--- config.mk ---
export PLATFORM = sky130hd
export DESIGN_NAME = can_cfg_lock
export DESIGN_NICKNAME = d
export VERILOG_FILES = /design/src/rtl/can_cfg_pkg.sv /design/src/rtl/cfg_addr_dec.sv /design/src/rtl/cfg_reg_bank.sv /design/src/rtl/err_cnt_snap.sv /design/src/rtl/can_cfg_lock.sv
export SDC_FILE = /design/constraint.sdc
export NUM_CORES = 1
export LEC_CHECK = 0
export BUFFER_PORTS_ARGS = -buffer_cell sky130_fd_sc_hd__buf_2
export CAP_MARGIN = 20
export CELL_PAD_IN_SITES_DETAIL_PLACEMENT = 1
export CELL_PAD_IN_SITES_GLOBAL_PLACEMENT = 2
export CORE_ASPECT_RATIO = 1.2
export CORE_MARGIN = 3
export CORE_UTILIZATION = 38
export DETAILED_ROUTE_END_ITERATION = 10
export PLACE_DENSITY_LB_ADDON = 0.1
export RECOVER_POWER = 50
export SYNTH_ARGS = -nofsm -noshare
export SYNTH_HDL_FRONTEND = slang
export SYNTH_SLANG_ARGS = --single-unit
--- constraint.sdc ---
create_clock -name clk -period 3.4 [get_ports clk]
set_input_delay 0.68 -clock clk [delete_from_list [all_inputs] [get_ports clk]]
set_output_delay 0.68 -clock clk [all_outputs]
set_load 0.02 [all_outputs]
--- src/rtl/can_cfg_pkg.sv ---
package can_cfg_pkg;
  localparam int unsigned MODE_ADDR = 0;
  localparam int unsigned CORE_FIRST = 1;   // module control 1, timing 0/1, filter control
  localparam int unsigned CORE_CNT = 4;
  localparam int unsigned FILT_BASE = 8;    // identifiers, then masks, contiguous

  function automatic int unsigned prot_addr(int unsigned idx);
    if (idx < CORE_CNT) return CORE_FIRST + idx;
    return FILT_BASE + idx - CORE_CNT;
  endfunction

  function automatic int unsigned err_base(int unsigned nfilt);
    return FILT_BASE + 2 * nfilt;
  endfunction
endpackage

--- src/rtl/cfg_addr_dec.sv ---
module cfg_addr_dec import can_cfg_pkg::*; #(
  parameter int unsigned ADDR_W = 5,
  parameter int unsigned N_FILTER = 4,
  localparam int unsigned NPROT = CORE_CNT + 2 * N_FILTER
) (
  input  logic [ADDR_W-1:0] addr,
  output logic [NPROT-1:0]  prot_sel,
  output logic              mode_sel,
  output logic              txerr_sel,
  output logic              rxerr_sel
);
  localparam int unsigned ERRB = err_base(N_FILTER);

  for (genvar i = 0; i < NPROT; i++) begin : g_sel
    assign prot_sel[i] = (addr == ADDR_W'(prot_addr(i)));
  end

  assign mode_sel  = (addr == ADDR_W'(MODE_ADDR));
  assign txerr_sel = (addr == ADDR_W'(ERRB));
  assign rxerr_sel = (addr == ADDR_W'(ERRB + 1));
endmodule

--- src/rtl/cfg_reg_bank.sv ---
module cfg_reg_bank #(
  parameter int unsigned DATA_W = 8,
  parameter int unsigned NPROT = 12
) (
  input  logic                    clk,
  input  logic                    rst_n,
  input  logic                    we,
  input  logic [DATA_W-1:0]       wdata,
  input  logic [NPROT-1:0]        sel,
  input  logic                    unlocked,
  output logic [NPROT*DATA_W-1:0] regs_flat
);
  for (genvar i = 0; i < NPROT; i++) begin : g_reg
    logic [DATA_W-1:0] q;
    always_ff @(posedge clk or negedge rst_n) begin
      if (!rst_n) q <= '0;
      else if (we && sel[i] && unlocked) q <= wdata;
    end
    assign regs_flat[i*DATA_W +: DATA_W] = q;
  end
endmodule

--- src/rtl/err_cnt_snap.sv ---
module err_cnt_snap #(
  parameter int unsigned DATA_W = 8
) (
  input  logic              clk,
  input  logic              rst_n,
  input  logic [DATA_W-1:0] tx_in,
  input  logic [DATA_W-1:0] rx_in,
  output logic [DATA_W-1:0] tx_q,
  output logic [DATA_W-1:0] rx_q
);
  always_ff @(posedge clk or negedge rst_n) begin
    if (!rst_n) begin
      tx_q <= '0;
      rx_q <= '0;
    end else begin
      tx_q <= tx_in;
      rx_q <= rx_in;
    end
  end
endmodule

--- src/rtl/can_cfg_lock.sv ---
module can_cfg_lock import can_cfg_pkg::*; #(
  parameter int unsigned ADDR_W = 5,
  parameter int unsigned DATA_W = 8,
  parameter int unsigned N_FILTER = 4
) (
  input  logic                       clk,
  input  logic                       rst_n,
  input  logic [ADDR_W-1:0]          bus_addr,
  input  logic                       bus_we,
  input  logic [DATA_W-1:0]          bus_wdata,
  output logic [DATA_W-1:0]          bus_rdata,
  input  logic [DATA_W-1:0]          tx_err_cnt,
  input  logic [DATA_W-1:0]          rx_err_cnt,
  input  logic                       eng_tx_bit,
  output logic                       can_tx,
  output logic                       soft_rst_o,
  output logic                       sleep_o,
  output logic                       pwrdn_o,
  output logic [DATA_W-1:0]          ctrl1_o,
  output logic [DATA_W-1:0]          timing0_o,
  output logic [DATA_W-1:0]          timing1_o,
  output logic [DATA_W-1:0]          acc_ctrl_o,
  output logic [N_FILTER*DATA_W-1:0] acc_id_o,
  output logic [N_FILTER*DATA_W-1:0] acc_mask_o
);
  localparam int unsigned NPROT = CORE_CNT + 2 * N_FILTER;
  localparam int unsigned MODE_W = 3;

  logic [NPROT-1:0]        prot_sel;
  logic                    mode_sel, txerr_sel, rxerr_sel;
  logic [NPROT*DATA_W-1:0] regs_flat;
  logic [DATA_W-1:0]       tx_q, rx_q;
  logic [MODE_W-1:0]       mode_q;   // {power-down, sleep, soft reset}

  cfg_addr_dec #(.ADDR_W(ADDR_W), .N_FILTER(N_FILTER)) u_dec (
    .addr(bus_addr), .prot_sel(prot_sel), .mode_sel(mode_sel),
    .txerr_sel(txerr_sel), .rxerr_sel(rxerr_sel)
  );

  cfg_reg_bank #(.DATA_W(DATA_W), .NPROT(NPROT)) u_bank (
    .clk(clk), .rst_n(rst_n), .we(bus_we), .wdata(bus_wdata),
    .sel(prot_sel), .unlocked(mode_q[0]), .regs_flat(regs_flat)
  );

  err_cnt_snap #(.DATA_W(DATA_W)) u_err (
    .clk(clk), .rst_n(rst_n), .tx_in(tx_err_cnt), .rx_in(rx_err_cnt),
    .tx_q(tx_q), .rx_q(rx_q)
  );

  // Mode register: never locked, comes up off-line
  always_ff @(posedge clk or negedge rst_n) begin
    if (!rst_n) mode_q <= MODE_W'(1);
    else if (bus_we && mode_sel) mode_q <= bus_wdata[MODE_W-1:0];
  end

  always_comb begin
    bus_rdata = '0;
    if (mode_sel) bus_rdata = {{(DATA_W-MODE_W){1'b0}}, mode_q};
    for (int i = 0; i < int'(NPROT); i++) begin
      if (prot_sel[i]) bus_rdata = regs_flat[i*DATA_W +: DATA_W];
    end
    if (txerr_sel) bus_rdata = tx_q;
    if (rxerr_sel) bus_rdata = rx_q;
  end

  assign soft_rst_o = mode_q[0];
  assign sleep_o    = mode_q[1];
  assign pwrdn_o    = mode_q[2];
  assign can_tx     = (|mode_q) ? 1'b1 : eng_tx_bit;

  assign ctrl1_o    = regs_flat[0*DATA_W +: DATA_W];
  assign timing0_o  = regs_flat[1*DATA_W +: DATA_W];
  assign timing1_o  = regs_flat[2*DATA_W +: DATA_W];
  assign acc_ctrl_o = regs_flat[3*DATA_W +: DATA_W];
  assign acc_id_o   = regs_flat[CORE_CNT*DATA_W +: N_FILTER*DATA_W];
  assign acc_mask_o = regs_flat[(CORE_CNT+N_FILTER)*DATA_W +: N_FILTER*DATA_W];
endmodule

==> results of run 1 <==
==> worst paths after layout <==
check | cells after the start | end | start | slack (ns)
max | 8 | bus_rdata[1] | bus_addr[1] | 0.23
max reg2reg | 3 | u_bank.g_reg[4].q[0] | mode_q[0] | 1.31
min in group asynchronous | 1 | u_bank.g_reg[10].q[7] | rst_n | 0.59
min reg2reg | 1 | u_bank.g_reg[11].q[7] | u_bank.g_reg[11].q[7] | 0.53
min | 1 | u_err.rx_q[4] | rx_err_cnt[4] | 0.36
max in group asynchronous | 2 | mode_q[2] | rst_n | 0.63
==> synth_stat cells, types with 3 or more instances <==
| library cell | instances | area share |
|---|---|---|
| mux2_2 | 47 | 0.092 |
| clkbuf_1 | 10 | 0.0066 |
| o22ai_1 | 6 | 0.0066 |
| nor3_1 | 5 | 0.0044 |
| nand2_1 | 25 | 0.016 |
| nor2_1 | 11 | 0.0072 |
| o21ai_0 | 15 | 0.013 |
| nand2b_1 | 8 | 0.0087 |
| inv_1 | 3 | 0.0020 |
| o221ai_1 | 7 | 0.011 |
| buf_2 | 15 | 0.013 |
| mux2_1 | 41 | 0.081 |
| a22o_1 | 4 | 0.0061 |
| nor2_4 | 3 | 0.0059 |
| nor2b_1 | 5 | 0.0055 |
| nand3_1 | 6 | 0.0052 |
| a21oi_1 | 18 | 0.016 |
| buf_6 | 3 | 0.0059 |
| mux2_4 | 16 | 0.042 |
| dfrtp_1 | 114 | 0.50 |
| o32ai_1 | 3 | 0.0046 |
| nor3_4 | 6 | 0.017 |
| mux2i_1 | 10 | 0.017 |
| buf_4 | 4 | 0.0052 |
| or3_1 | 3 | 0.0033 |
| mux4_2 | 4 | 0.016 |
| a32oi_1 | 3 | 0.0046 |
| a22oi_1 | 6 | 0.0079 |
==> metrics by stage <==
| step | util | power [mW] | std cells |
|---|---|---|---|
| 2_1_floorplan | - | 1.96 | 448 |
| 3_3_place_gp | 0.457 | 2.22 | 778 |
| 3_5_place_dp | 0.457 | 2.23 | 778 |
| 4_1_cts | 0.498 | 4.03 | 810 |
| 5_1_grt | 0.493 | 4.15 | 810 |
| 6_report | 0.493 | 3.97 | 810 |
==> cells by family (layout without fill, tap and decap cells) <==
group / count (synthesis) / count (layout) / synth area share
AO/OA/AOI/OAI: 84 / 84 / 0.101
buffers and inverters: 37 / 199 / 0.0348
flip-flops: 115 / 115 / 0.503
multiplexers: 119 / 119 / 0.253
AND/OR/NAND/NOR: 93 / 93 / 0.108
==> report_power, final <==
| group | switching (mW) | internal [mW] | total, mW |
|---|---|---|---|
| sequential | 0.103 | 1.48 | 1.59 |
| combinational | 0.382 | 0.229 | 0.611 |
| clock | 0.627 | 1.15 | 1.78 |
| total | 1.11 | 2.86 | 3.97 |
==> placed cells by master, fill, tap and decap left out, drive strengths merged, types with 3 or more instances in the layout <==
| cell type | Yosys | layout |
|---|---|---|
| o32ai | 3 | 3 |
| inv | 4 | 4 |
| nor2b | 5 | 5 |
| or3 | 3 | 3 |
| clkbuf | 11 | 64 |
| nand3 | 6 | 6 |
| dfrtp | 114 | 114 |
| o21ai | 17 | 17 |
| o22ai | 6 | 6 |
| nand2b | 8 | 8 |
| clkinvlp | 0 | 3 |
| mux2i | 10 | 10 |
| a22o | 4 | 4 |
| nor3 | 13 | 13 |
| nor4 | 3 | 3 |
| nand2 | 27 | 27 |
| a21oi | 18 | 18 |
| mux4 | 5 | 5 |
| o221ai | 7 | 7 |
| a22oi | 6 | 6 |
| a32oi | 3 | 3 |
| buf | 22 | 122 |
| mux2 | 104 | 104 |
| clkinv | 0 | 4 |
| nor2 | 15 | 15 |
==> sequential cells by signal, indices dropped and copies added, names as in the netlist <==
register    count
mode_q          3
u_err.rx_q      8
u_err.tx_q      8
u_bank.g.q     96
==> metal layers <==
metal,up-vias,global-route usage,wire [µm],part of all wire
met2,114,0.393,9350,0.51
li1,1989,-,-,-
met4,0,0.0611,194,0.011
met1,2229,0.286,8070,0.44
met3,18,0.0569,734,0.040
met5,-,0,0,0
==> critical path, cell delays in order <==
cell	delay, ns
buf_2	0.41
buf_4	0.34
mux4_2	0.33
nand2_1	0.10
o221ai_1	0.16
nand2_1	0.11
o221ai_1	0.15
buf_2	0.20
==> area by class of cell <==
type / instances / area (µm²)
well taps: 200 / 250
clock buffers: 23 / 488
fillers: 1564 / 7390
clock inverters: 9 / 103
inverters: 4 / 15.0
repair buffers: 163 / 822
flip-flops and latches: 115 / 2880
multi-input cells: 296 / 2640
==> qor.yml, run 1 <==
cts_hold_buf: 0
synth_cells: 448
cp.required_ns: 2.72
violations: "capacitance limit, slew limit"
nNetsFinal: 630
drc: 0
clock_sinks: 115
first_pass_iters: 4
synthDistinctLibCells: 66
cts_setup_buffers: 0
ir_worst_vdd_mv: 0.354
clkLatencyLatePin_ns: 0.42
synthFlopType: "dfrtp_1"
fin_area_um2: 7200
cts_root_buf: "clkbuf_16"
antenna_found_initial: 0
synth_edf_count: 0
start_util: 0.392
hp-class: "input port to flop"
die_area_um2: 16600
hold_viol_final: 0
ios: 141
clockBufferDepth: 2
portBuffers: 140
synth_seq_cells: 115
maxSlewViolCount: 61
power.density_nw_per_um2: 552
rows: 48
grt_pass1_wl_um: 28700
syn_nets: 481
cts_resized: 0
vias: 4350
finalCritPeriodShare: 0.933
drt_iter0_drc: 223
place_area_um2: 6680
setup_ws_ns: 0.227
critPathLaunchType: "input port"
end_kind: "output pin"
yosys_warnings: 0
grt_pass1_vias: 4769
rsz0062_at_grt: "no"
die_w_um: 118
hpwl_um: 13200
ant_nets: 0
antennaDiodeCount: 0
crit_type: "input port to output pin"
tns_ns: 0
synth_area_um2: 5720
cap_violations: 1
fin_worst_skew_ns: 0.00626
p_leak_nw: 3.60
area_delta_synth_final_pct: 25.8
async_flop_share: 1.00
finalSetupViolCount: 0
cp.arrival_ns: 2.49
grt_usage: 0.228
gp_congestion: 0.841
period_minus_slack_ns: 3.17
coreArea_um2: 14600
fmax_ghz: 0.315
cts_made_buffers: 17
worstPathMaxFanout: 21
detail_route.wl_per_cell_um: 22.7
ctsHtreeMaxLevel: 4
vias_per_cell: 5.37
clk_pin_slew_ns: 0.06
dp_slack_ns: 0.243
cts_tree: "built"
ys_seq_area_frac: 0.503
die_h_um: 140
routed_wl_um: 18300
relSlewSlack: -0.00908
avgSynthCellArea_um2: 12.8
tightestPinTransition_ns: 1.51
hold_ws_ns: 0.361
grt_max_degree: 61
drive_gt1_frac: 0.398
gr-total-overflow: 0
outcome: "finished with violations"
Power figures use the tool's default switching activity.
==> inputs of run 2 (changes only) <==
REMOVE_ABC_BUFFERS = 1   (was default)
==> qor.yml, run 2 (same netlist as run 1, synthesis figures left out) <==
worstPathMaxFanout: 18
fillers: 1593
grt_max_degree: 116
hp-class: "input port to flop"
hpwl_um: 13600
place_area_um2: 6700
rows: 48
finalCritPeriodShare: 0.950
clockBufferDepth: 2
power.density_nw_per_um2: 561
vias_per_cell: 5.48
clock_sinks: 115
violations: "capacitance limit, slew limit"
final_common_cell: "dfrtp_1"
hold_viol_final: 0
ir_worst_vdd_mv: 0.365
grt_pass1_vias: 4937
cp.required_ns: 2.72
drt_iter0_drc: 244
portBuffers: 140
rsz0062_at_grt: "no"
drc: 0
die_h_um: 140
antenna_found_initial: 0
crit_path_cell_trace: "buf_2, or2_1, nor4_4, a221oi_2, o311a_1, o21ai_1, buf_2"
outcome: "finished with violations"
coreArea_um2: 14600
antennaDiodeCount: 0
grt_pass1_wl_um: 29900
gp_congestion: 0.827
die_area_um2: 16600
die_w_um: 118
cts_root_buf: "clkbuf_16"
period_minus_slack_ns: 3.23
cp.arrival_ns: 2.55
top_register: "u_bank.g.q"
fin_area_um2: 7260
p_leak_nw: 3.63
cts_hold_buf: 0
end_kind: "output pin"
maxSlewViolCount: 116
clkLatencyLatePin_ns: 0.42
vias: 4427
routed_wl_um: 18900
gr-total-overflow: 0
layout_common_cells: "dfrtp_1 (114), buf_2 (101), mux2_2 (47)"
ant_nets: 0
ios: 141
tightestPinTransition_ns: 1.63
drive_gt1_frac: 0.400
crit_type: "input port to output pin"
crit_top_cell: "buf_2"
relSlewSlack: -0.0841
grt_usage: 0.237
area_delta_synth_final_pct: 26.9
largest_register_ffs: 96
critPathLaunchType: "input port"
tns_ns: 0
hold_ws_ns: 0.359
cts_resized: 0
cap_violations: 1
fmax_ghz: 0.310
cts_tree: "built"
clk_pin_slew_ns: 0.05
top_regs: "u_bank.g.q: 96 flops, u_err.rx_q: 8 flops, u_err.tx_q: 8 flops"
slowest_stage: "o311a_1"
ctsHtreeMaxLevel: 4
start_util: 0.392
cts_setup_buffers: 0
first_pass_iters: 4
detail_route.wl_per_cell_um: 23.4
nNetsFinal: 628
finalSetupViolCount: 0
cts_made_buffers: 17
slowest_delay_ns: 0.40
fin_worst_skew_ns: 0.0111
## run 2: power breakdown
part	internal [mW]	switching (mW)
Clock	1.24	0.623
Combinational	0.234	0.386
Sequential	1.48	0.103
Total	2.96	1.11
## run 2: cell type report
cell class | count | area, µm² | area share
clock buffer | 23 | 498 | 0.0686
tap | 200 | 250 | 0.0345
clock inverter | 9 | 125 | 0.0172
inverter | 4 | 15.0 | 0.00207
sequential | 115 | 2880 | 0.396
multi-input combinational | 296 | 2640 | 0.364
timing repair buffer | 161 | 851 | 0.117
## run 2: worst max-delay path: cells and delay by family
kind                   cells  cell delay, ns
AND/OR/NAND/NOR            2            0.68
AO/OA/AOI/OAI              3            0.71
buffers and inverters      2            0.47
## run 2: path summary, 6_finish.rpt
path / start / endpoint / slack, ns / cells after the start
hold / removal: rx_err_cnt[4] / u_err.rx_q[4] / 0.36 / 1
min in group asynchronous: rst_n / u_bank.g_reg[6].q[7] / 0.75 / 2
setup / recovery: bus_addr[0] / bus_rdata[6] / 0.17 / 7
hold reg to reg: u_bank.g_reg[1].q[5] / u_bank.g_reg[1].q[5] / 0.52 / 1
setup reg to reg: mode_q[0] / u_bank.g_reg[8].q[4] / 1.35 / 3
max in group asynchronous: rst_n / u_bank.g_reg[10].q[7] / 1.56 / 2
## run 2: metrics by stage
step	power, mW	utilization	setup slack [ns]	cells
2_1_floorplan	1.92	-	0.679	415
3_3_place_gp	2.23	0.459	0.178	776
3_5_place_dp	2.25	0.459	0.170	776
4_1_cts	4.13	0.502	0.165	808
5_1_grt	4.24	0.498	0.0303	808
6_report	4.07	0.498	0.170	808
## run 2: metal layers
metal | part of all wire | GRT usage | vias up
met1 | 0.41 | 0.291 | 2273
met5 | 0 | 0 | -
met2 | 0.52 | 0.415 | 151
met3 | 0.050 | 0.0565 | 23
li1 | - | - | 1980
met4 | 0.018 | 0.0728 | 0
==> inputs of run 3 (changes only) <==
CORE_UTILIZATION = 39   (was 38)
CTS_BUF_LIST = sky130_fd_sc_hd__clkbuf_8   (was default)
==> qor.yml, run 3 (same netlist as run 1, synthesis figures left out) <==
gp_congestion: 0.854
grtUsageMet3: 0.0471
largest_register_ffs: 96
outcome: "finished with violations"
p_leak_nw: 3.52
ir_worst_vdd_mv: 0.269
ff_latch_area_um2: 2880
grt_pass1_wl_um: 29600
multi_input_area_um2: 2640
fmax_ghz: 0.316
clk_pin_slew_ns: 0.07
tns_ns: 0
dp_slack_ns: 0.239
cts_hold_buf: 0
cts_made_buffers: 17
end_kind: "output pin"
cap_violations: 1
routed_wl_um: 18900
area_delta_synth_final_pct: 21.8
grtUsageMet2: 0.387
layout_common_cells: "dfrtp_1 (114), buf_2 (101), mux2_2 (47)"
detail_route.wl_per_cell_um: 24.3
vias_per_cell: 5.73
vias: 4472
violations: "capacitance limit, slew limit"
clockBufferDepth: 2
final_common_cell: "dfrtp_1"
worstPathMaxFanout: 28
rsz0062_at_grt: "no"
hp-class: "input port to flop"
gr-total-overflow: 0
cts_root_buf: "clkbuf_8"
nNetsFinal: 629
maxSlewViolCount: 63
ctsHtreeMaxLevel: 4
fin_worst_skew_ns: 0.0107
top_regs: "u_bank.g.q: 96 flops, u_err.rx_q: 8 flops, u_err.tx_q: 8 flops"
crit_type: "input port to output pin"
cts_setup_buffers: 0
grt_usage: 0.243
ios: 141
power.density_nw_per_um2: 496
cts_tree: "built"
rows: 47
top_register: "u_bank.g.q"
place_inst: 748
r2r_setup_slack_ns: 1.35
cp.arrival_ns: 2.48
grt_pass1_vias: 4904
finalCritPeriodShare: 0.930
antenna_found_initial: 0
fin_area_um2: 6970
start_util: 0.407
critPathLaunchType: "input port"
cp.required_ns: 2.72
stdcell_count: 780
finalSetupViolCount: 0
clock_sinks: 115
drc: 0
drt_iter0_drc: 300
relSlewSlack: -0.102
period_minus_slack_ns: 3.16
drive_gt1_frac: 0.400
fillers: 1542
grt_max_degree: 63
setup_ws_ns: 0.238
die_w_um: 117
hpwl_um: 13800
place_area_um2: 6650
coreArea_um2: 14100
ant_nets: 0
clkLatencyLatePin_ns: 0.44
hold_viol_final: 0
portBuffers: 140
worstHoldPathCells: 1
top_usage_layer: "met2"
die_h_um: 139
first_pass_iters: 4
die_area_um2: 16200
gr-usage-met1: 0.324
cts_resized: 0
rr_worst_depth: 3
tightestPinTransition_ns: 1.65
fin_total_pwr_mw: 3.46
==> run 3: cell type report <==
| type | instances | share of cell area |
|---|---|---|
| clock inverters | 11 | 0.0160 |
| flip-flops and latches | 115 | 0.413 |
| repair buffers | 162 | 0.119 |
| inverters | 4 | 0.00215 |
| clock buffers | 20 | 0.0395 |
| diodes | 1 | 0.000359 |
| multi-input cells | 296 | 0.379 |
| well taps | 171 | 0.0307 |
==> run 3: path summary, 6_finish.rpt <==
path,to,from
max in group asynchronous,u_bank.g_reg[5].q[6],rst_n
hold / removal,u_err.tx_q[0],tx_err_cnt[0]
setup / recovery,bus_rdata[6],bus_addr[0]
min in group asynchronous,u_bank.g_reg[8].q[5],rst_n
setup reg to reg,u_bank.g_reg[4].q[2],mode_q[0]
hold reg to reg,u_bank.g_reg[11].q[6],u_bank.g_reg[11].q[6]
==> run 3: stage by stage <==
| step | hold slack [ns] | util |
|---|---|---|
| after floorplan | 0.384 | - |
| final | 0.344 | 0.496 |
| after CTS | 0.315 | 0.500 |
| after detailed placement | 0.508 | 0.473 |
| after global placement | 0.506 | 0.473 |
| after global routing | 0.315 | 0.496 |
==> run 3: metal layers <==
metal  vias up  wire (µm)
met5         -          0
met1      2333       8100
met4         0        510
li1       1976          -
met2       133       9250
met3        30       1090
==> run 3: critical path, cell delays in order <==
cell and delay (ns):
buf_2 0.26, buf_12 0.25, or3b_1 0.49, o21ai_0 0.15
o221ai_1 0.13, o311a_1 0.17, o21ai_1 0.13, buf_2 0.18
==> run 3: report_power, final <==
group          internal (mW)  switching, mW
Clock                  0.695          0.566
Sequential              1.48          0.104
Combinational          0.230          0.385
Total                   2.40           1.06
